--- config.mk ---
export PLATFORM = sky130hd
export DESIGN_NAME = ternaryDeduceGate
export DESIGN_NICKNAME = d
export VERILOG_FILES = /design/src/rtl/tcd_pkg.sv /design/src/rtl/tcdMap.sv /design/src/rtl/tcdStateReg.sv /design/src/rtl/tcdDecode.sv /design/src/rtl/ternaryDeduceGate.sv
export SDC_FILE = /design/constraint.sdc
export NUM_CORES = 1
export LEC_CHECK = 0
export ABC_AREA = 1
export BUFFER_PORTS_ARGS = -buffer_cell sky130_fd_sc_hd__buf_2
export CAP_MARGIN = 20
export CORE_AREA = 2 2 39 41
export CTS_CLUSTER_SIZE = 40
export DETAILED_ROUTE_END_ITERATION = 12
export DIE_AREA = 0 0 41 43
export HOLD_SLACK_MARGIN = 0.1
export MAX_ROUTING_LAYER = met4
export PLACE_DENSITY = 0.6
export SKIP_LAST_GASP = 1
export SLEW_MARGIN = 15
export SYNTH_ARGS = -nofsm -noshare
export SYNTH_HDL_FRONTEND = slang
export SYNTH_SLANG_ARGS = --single-unit
--- constraint.sdc ---
create_clock -name clk -period 2.49 [get_ports clk]
set_input_delay 0.3735 -clock clk [delete_from_list [all_inputs] [get_ports clk]]
set_output_delay 0.3735 -clock clk [all_outputs]
set_load 0.02 [all_outputs]
--- src/rtl/tcd_pkg.sv ---
package tcd_pkg;

  localparam int TRIT_W    = 2;
  localparam int NUM_PAIRS = 4;  // operand assignments (a,b) of a 2-input gate

  typedef logic [TRIT_W-1:0] trit_t;

  localparam trit_t TRIT_X    = 2'b00;
  localparam trit_t TRIT_ZERO = 2'b10;
  localparam trit_t TRIT_ONE  = 2'b11;

  typedef enum logic [1:0] {
    GATE_AND = 2'd0,
    GATE_OR  = 2'd1,
    GATE_XOR = 2'd2
  } gate_e;

  // Held deduction: one fault bit plus the three settled values.
  typedef struct packed {
    logic  fault;
    trit_t tA;
    trit_t tB;
    trit_t tY;
  } deduce_t;

  localparam deduce_t DEDUCE_IDLE = '{fault: 1'b0, tA: TRIT_X, tB: TRIT_X, tY: TRIT_X};

  function automatic logic gateFn(gate_e op, logic a, logic b);
    case (op)
      GATE_AND: return a & b;
      GATE_OR:  return a | b;
      default:  return a ^ b;
    endcase
  endfunction

  // True when a value v is compatible with ternary code t (01 counts as unknown).
  function automatic logic tritAllows(trit_t t, logic v);
    return (~t[1]) | (t[0] == v);
  endfunction

  // Fold the evidence for one position into a ternary code.
  function automatic trit_t foldSeen(logic seen0, logic seen1);
    if (seen1 && !seen0) return TRIT_ONE;
    if (seen0 && !seen1) return TRIT_ZERO;
    return TRIT_X;
  endfunction

endpackage

--- src/rtl/tcdMap.sv ---
module tcdMap
  import tcd_pkg::*;
#(
  parameter gate_e GATE_OP = GATE_AND
) (
  input  trit_t   givenA,
  input  trit_t   givenB,
  input  trit_t   givenY,
  output deduce_t nextState
);

  logic [NUM_PAIRS-1:0] candA;
  logic [NUM_PAIRS-1:0] candB;
  logic [NUM_PAIRS-1:0] candY;
  logic [NUM_PAIRS-1:0] fits;

  // One matcher per full operand assignment; the result bit follows the gate.
  for (genvar i = 0; i < NUM_PAIRS; i++) begin : gPair
    localparam logic CA = ((i >> 1) & 1) != 0;
    localparam logic CB = (i & 1) != 0;
    localparam logic CY = gateFn(GATE_OP, CA, CB);
    assign candA[i] = CA;
    assign candB[i] = CB;
    assign candY[i] = CY;
    assign fits[i]  = tritAllows(givenA, CA) & tritAllows(givenB, CB) & tritAllows(givenY, CY);
  end

  logic seenA0, seenA1, seenB0, seenB1, seenY0, seenY1;

  always_comb begin
    seenA0 = |(fits & ~candA);
    seenA1 = |(fits &  candA);
    seenB0 = |(fits & ~candB);
    seenB1 = |(fits &  candB);
    seenY0 = |(fits & ~candY);
    seenY1 = |(fits &  candY);
    nextState.fault = ~|fits;
    nextState.tA    = foldSeen(seenA0, seenA1);
    nextState.tB    = foldSeen(seenB0, seenB1);
    nextState.tY    = foldSeen(seenY0, seenY1);
  end

endmodule

--- src/rtl/tcdStateReg.sv ---
module tcdStateReg
  import tcd_pkg::*;
(
  input  logic    clk,
  input  logic    rst_n,
  input  deduce_t nextState,
  output deduce_t curState
);

  always_ff @(posedge clk) begin
    if (!rst_n) curState <= DEDUCE_IDLE;
    else        curState <= nextState;
  end

endmodule

--- src/rtl/tcdDecode.sv ---
module tcdDecode
  import tcd_pkg::*;
(
  input  deduce_t curState,
  output trit_t   inferA,
  output trit_t   inferB,
  output trit_t   inferY,
  output logic    conflict
);

  function automatic trit_t clean(trit_t t, logic blank);
    return (blank || !t[1]) ? TRIT_X : t;
  endfunction

  always_comb begin
    conflict = curState.fault;
    inferA   = clean(curState.tA, curState.fault);
    inferB   = clean(curState.tB, curState.fault);
    inferY   = clean(curState.tY, curState.fault);
  end

endmodule

--- src/rtl/ternaryDeduceGate.sv ---
module ternaryDeduceGate
  import tcd_pkg::*;
#(
  parameter gate_e GATE_OP = GATE_AND
) (
  input  logic        clk,
  input  logic        rst_n,
  input  logic [1:0]  givenA,
  input  logic [1:0]  givenB,
  input  logic [1:0]  givenY,
  output logic [1:0]  inferA,
  output logic [1:0]  inferB,
  output logic [1:0]  inferY,
  output logic        conflict
);

  deduce_t nextState;
  deduce_t curState;

  tcdMap #(.GATE_OP(GATE_OP)) uMap (
    .givenA    (givenA),
    .givenB    (givenB),
    .givenY    (givenY),
    .nextState (nextState)
  );

  tcdStateReg uReg (
    .clk       (clk),
    .rst_n     (rst_n),
    .nextState (nextState),
    .curState  (curState)
  );

  tcdDecode uDec (
    .curState (curState),
    .inferA   (inferA),
    .inferB   (inferB),
    .inferY   (inferY),
    .conflict (conflict)
  );

endmodule

==> results of run 1 <==
through the flow:
step                      power, W  setup WS [ns]  util [%]  cells  cell area [µm²]
final                     0.000283           1.12      35.2     84              487
after global routing      0.000305           1.08      35.2     84              487
after CTS                 0.000290           1.11      35.2     84              487
after detailed placement  0.000189           1.26      33.3     80              460
after global placement    0.000188           1.29      33.3     80              460
after floorplan           0.000169           1.14         -     50              370
area by class of cell:
cell class	count	area [µm²]
multi-input combinational	31	185
inverter	12	45.0
clock buffer	4	26.3
sequential	7	140
fill	155	897
timing repair buffer	14	70.1
tap	16	20.0
metal layers:
| metal | GRT usage [%] | routed length [µm] | part of all wire, % | up-vias |
|---|---|---|---|---|
| li1 | - | - | - | 184 |
| met4 | 10.0 | 6 | 1.1 | 0 |
| met5 | - | 0 | 0 | - |
| met3 | 1.57 | 65 | 11 | 2 |
| met1 | 8.68 | 256 | 45 | 115 |
| met2 | 9.38 | 241 | 42 | 15 |
cells in the final DEF (no fill, tap or decap), types with 2 or more instances in the layout:
master,Yosys,layout
nand3_2,2,2
nor3b_1,3,3
inv_1,12,12
ha_1,3,3
nand2_2,6,6
dfxtp_1,7,7
nand2_1,9,9
clkbuf_4,0,3
nor2_1,6,6
buf_2,0,14
power groups by stage:
stage / Combinational [W] / Sequential, W / Clock (W)
6_report: 0.0000617 / 0.000124 / 0.0000972
2_1_floorplan: 0.0000419 / 0.000127 / 0
3_5_place_dp: 0.0000622 / 0.000127 / 0
3_3_place_gp: 0.0000613 / 0.000126 / 0
4_1_cts: 0.0000626 / 0.000124 / 0.000103
5_1_grt: 0.0000733 / 0.000125 / 0.000107
worst max-delay path by stage:
stage,startpoint,end,slack [ns],cells after the start
finish,uReg.curState[6]$_SDFF_PN0_,inferY[0],1.12,2
global route,uReg.curState[6]$_SDFF_PN0_,inferA[0],1.08,2
CTS,uReg.curState[6]$_SDFF_PN0_,inferY[0],1.11,2
detailed placement,givenY[0],uReg.curState[1]$_SDFF_PN0_,1.26,7
global placement,givenY[0],uReg.curState[1]$_SDFF_PN0_,1.29,7
floorplan,uReg.curState[6]$_SDFF_PN0_,inferA[0],1.14,1
cell families (layout without fill, tap and decap cells):
family                     after synthesis  after routing
and+or+nand+nor                         28             28
adders and majority gates                3              3
buffers and inverters                   12             30
DFF                                      7              7
worst max-delay path, delay by kind of cell (launching register included):
family | cells | cell delay [ns]
buffers and inverters | 1 | 0.19
flip-flops | 1 | 0.36
AND/OR/NAND/NOR | 1 | 0.21
==> flow_metrics.py, run 1 <==
metrics = {
    "worst_setup_path": {
        "crit_type": "reg2out",
        "critPathLaunchType": "flop",
        "critPathArrivalTime_ns": 1.00,
        "crit_required_ns": 2.12,
        "cpPeakStageDelay_ns": 0.36,
        "worstPathCellList": "nor3b_1 > buf_2",
        "endpoint_kind": "output pin",
        "crit_slowest_cell": "dfxtp_1",
        "cp_max_fo": 7,
    },
    "timing": {
        "rsz0062_at_grt": "false",
        "whs_ns": 0.384,
        "maxSlewViolCount": 0,
        "final.min_clock_period_ns": 1.37,
        "max_slew_margin_pct": 86.3,
        "max_slew.worst_pin.slew_ns": 0.205,
        "hold_viol": 0,
        "finalSetupViolCount": 0,
        "timing.fmax_mhz": 730,
        "setup-tns-final_ns": 0,
        "period_share_pct": 55.0,
    },
    "layout": {
        "drive_gt1_share_pct": 38.2,
        "reg_top3": "uReg.curState: 7 flops",
        "fin_nets": 80,
        "areaGrowthSynthToFinish_pct": 31.4,
        "top_register": "uReg.curState",
        "largest_reg_flops": 7,
        "antenna_cells": 0,
    },
    "pwr": {
        "p_int_w": 0.000206,
        "p_per_area_nw_per_um2": 582,
        "p_sw_share_pct": 27.1,
        "p_clk_share_pct": 34.3,
        "p_leak_nw": 0.303,
        "switchingPower_w": 0.0000768,
        "vdd.ir_drop.worst_uv": 133,
        "seqPwrFrac_pct": 43.9,
        "pwr-share-comb_pct": 21.8,
    },
    "status": {
        "outcome": "complete, no violations",
    },
    "floorplan": {
        "die_h_um": 43,
        "dieWidth_um": 41,
        "rows": 14,
        "core_area_um2": 1380,
        "io_pins": 15,
        "initial_core_util_pct": 26.8,
        "die-area_um2": 1760,
    },
    "hold_path": {
        "min_to": "uReg.curState[4]$_SDFF_PN0_",
        "whs_path_depth": 3,
        "hp-class": "in2reg",
        "min_from": "rst_n",
    },
    "synth": {
        "seq_area_frac_synth_pct": 37.8,
        "synth_xor_xnor_area_share_pct": 0,
        "synth_top_family_by_area": "simple AND/OR/NAND/NOR gates",
        "synthArstFlopShare_pct": 0,
        "yosys.area.top_type": "dfxtp_1",
        "synthAdderAreaFrac_pct": 10.1,
        "synth-compound-area-share_pct": 0,
        "yosys_warnings": 0,
        "synthSimpleGateAreaFrac_pct": 39.9,
        "ys.flop_type": "dfxtp_1",
        "synth_fp_nets": 61,
        "yosysUniqueCellTypes": 10,
        "synth_commonest_cells": "12 x inv_1, 9 x nand2_1, 7 x dfxtp_1",
        "synth_top_area_share_pct": 37.8,
        "synth_mux_area_share_pct": 0,
        "syn_area_per_cell_um2": 7.41,
        "netlist_area_um2": 370,
        "syn_inst": 50,
        "synth.most_common_cell": "inv_1",
        "yosys-top-cells-area": "dfxtp_1 38%, inv_1 12%, ha_1 10%, nand2_2 10%, nand2_1 9.1%",
        "ys_ff_latch": 7,
        "synth_edf_count": 0,
    },
    "drt": {
        "viasPerCell": 3.76,
        "ant_nets": 0,
        "wl_per_cell_um": 6.79,
        "drt_wl_total_um": 570,
        "drt-initial-drc-count": 0,
        "vias": 316,
        "drc": 0,
        "drt_first_pass_iters": 1,
    },
    "global_route": {
        "grt_usage_pct": 7.72,
        "grt_pass1_wl_um": 834,
        "grt_pass1_vias": 240,
        "grt_max_degree": 8,
        "antenna_found_initial": 0,
        "overflow": 0,
    },
    "clocking": {
        "clk_pin_slew_ns": 0.05,
        "cts_buffers": 3,
        "cts_buffer_depth": 2,
        "postCtsHoldBufs": 0,
        "cts_resized": 0,
        "root_buffer": "clkbuf_4",
        "cts_tree": "built",
        "cts.sinks": 7,
        "cts.htree.levels": 1,
        "postCtsSetupBuffers": 0,
    },
    "place": {
        "placement.io_buffers": 14,
        "gp_congestion": 0.736,
        "hpwl_um": 481,
    },
    "run": {
        "drv_cap": 0,
    },
}
(Power assumes the default switching activity.)
==> inputs of run 2 (changes only) <==
clock period = 1.4 ns   (was 2.49 ns; I/O delays follow)
==> flow_metrics.py, run 2 (synthesized netlist as in run 1, its figures left out) <==
metrics = {
    "clocking": {
        "root_buffer": "clkbuf_4",
        "clk_pin_slew_ns": 0.05,
        "cts_buffers": 3,
        "postCtsHoldBufs": 0,
        "cts_buffer_depth": 2,
        "cts_tree": "built",
        "cts.sinks": 7,
        "postCtsSetupBuffers": 0,
        "cts.htree.levels": 1,
        "cts_resized": 0,
    },
    "layout": {
        "fin_nets": 80,
        "top_register": "uReg.curState",
        "largest_reg_flops": 7,
        "reg_top3": "uReg.curState: 7 flops",
        "final_cell_mix": "14 x buf_2, 12 x inv_1, 9 x nand2_1",
        "areaGrowthSynthToFinish_pct": 31.4,
        "drive_gt1_share_pct": 38.2,
        "fillCellCount": 149,
        "antenna_cells": 0,
        "layout_commonest_cell": "buf_2",
    },
    "worst_setup_path": {
        "crit_start": "uReg.curState[6]$_SDFF_PN0_",
        "endpoint_kind": "output pin",
        "cpPeakStageDelay_ns": 0.35,
        "crit_type": "reg2out",
        "cp_max_fo": 7,
        "critPathLaunchType": "flop",
        "crit_slowest_cell": "dfxtp_1",
        "worstPathCellList": "nor3b_1 > buf_2",
        "crit_required_ns": 1.19,
        "critPathArrivalTime_ns": 0.99,
        "cp-endpoint": "inferA[0]",
    },
    "status": {
        "outcome": "complete, no violations",
    },
    "timing": {
        "rsz0062_at_grt": "false",
        "max_slew.worst_pin.slew_ns": 0.195,
        "maxSlewViolCount": 0,
        "setup-tns-final_ns": 0,
        "period_share_pct": 85.7,
        "whs_ns": 0.221,
        "timing.fmax_mhz": 833,
        "max_slew_margin_pct": 87.0,
        "final.min_clock_period_ns": 1.20,
        "hold_viol": 0,
        "finalSetupViolCount": 0,
    },
    "drt": {
        "wl_per_cell_um": 6.87,
        "drc": 0,
        "wl_met3_um": 66,
        "vias": 324,
        "viasPerCell": 3.86,
        "drt-initial-drc-count": 1,
        "ant_nets": 0,
        "wl_met2_um": 246,
        "drt_wl_total_um": 577,
        "wl_met1_um": 257,
        "drt_first_pass_iters": 2,
        "top_layer_used": "met4",
    },
    "floorplan": {
        "core_area_um2": 1380,
        "dieWidth_um": 41,
        "rows": 14,
        "die_h_um": 43,
        "die-area_um2": 1760,
        "io_pins": 15,
        "initial_core_util_pct": 26.8,
    },
    "global_route": {
        "grt_pass1_vias": 264,
        "overflow": 0,
        "grt_max_degree": 8,
        "antenna_found_initial": 0,
        "grt_pass1_wl_um": 883,
        "grt_usage_pct": 8.13,
    },
    "hold_path": {
        "hp-class": "in2reg",
    },
    "pwr": {
        "p_per_area_nw_per_um2": 1040,
        "p_clk_share_pct": 34.8,
        "pwr-share-comb_pct": 21.8,
        "p_total_w": 0.000507,
        "p_sw_share_pct": 27.6,
        "p_int_w": 0.000367,
        "switchingPower_w": 0.000140,
        "seqPwrFrac_pct": 43.5,
        "vdd.ir_drop.worst_uv": 238,
        "p_leak_nw": 0.303,
    },
    "place": {
        "placement.io_buffers": 14,
        "gp_congestion": 0.718,
        "hpwl_um": 496,
    },
    "run": {
        "drv_cap": 0,
    },
}
## run 2: stage by stage
step / setup WS, ns / cells / util, % / instance area [µm²]
after floorplan: 0.213 / 50 / - / 370
after global placement: 0.349 / 80 / 33.3 / 460
after detailed placement: 0.341 / 80 / 33.3 / 460
after CTS: 0.189 / 84 / 35.2 / 487
after global routing: 0.111 / 84 / 35.2 / 487
final: 0.200 / 84 / 35.2 / 487
## run 2: worst max-delay path: cells and delay by family, from the launching register on
kind	cells	cell delay, ns
buf+inv	1	0.19
flops	1	0.35
simple gates	1	0.20
## run 2: routing by layer
| metal | global-route usage [%] | vias to the layer above |
|---|---|---|
| met1 | 8.04 | 124 |
| met5 | - | - |
| met2 | 11.3 | 15 |
| li1 | - | 183 |
| met3 | 1.57 | 2 |
| met4 | 10.0 | 0 |
## run 2: final cells by class
class | instances | area (µm²) | share of cell area [%]
multi-input cells | 31 | 185 | 38.0
flip-flops and latches | 7 | 140 | 28.8
repair buffers | 14 | 70.1 | 14.4
inverters | 12 | 45.0 | 9.25
clock buffers | 4 | 26.3 | 5.40
well taps | 16 | 20.0 | 4.11
## run 2: worst min-delay path by stage
stage               startpoint                           to  cells past startpoint
floorplan                rst_n  uReg.curState[0]$_SDFF_PN0_                      2
global placement         rst_n  uReg.curState[2]$_SDFF_PN0_                      3
detailed placement       rst_n  uReg.curState[2]$_SDFF_PN0_                      3
CTS                      rst_n  uReg.curState[0]$_SDFF_PN0_                      3
global route             rst_n  uReg.curState[6]$_SDFF_PN0_                      3
finish                   rst_n  uReg.curState[2]$_SDFF_PN0_                      3
## run 2: power groups by stage
stage               Combinational [W]  Clock [W]  Sequential [W]
detailed placement           0.000111          0        0.000225
global placement             0.000109          0        0.000225
finish                       0.000110   0.000176        0.000221
CTS                          0.000112   0.000182        0.000221
global route                 0.000130   0.000191        0.000222
floorplan                   0.0000745          0        0.000225
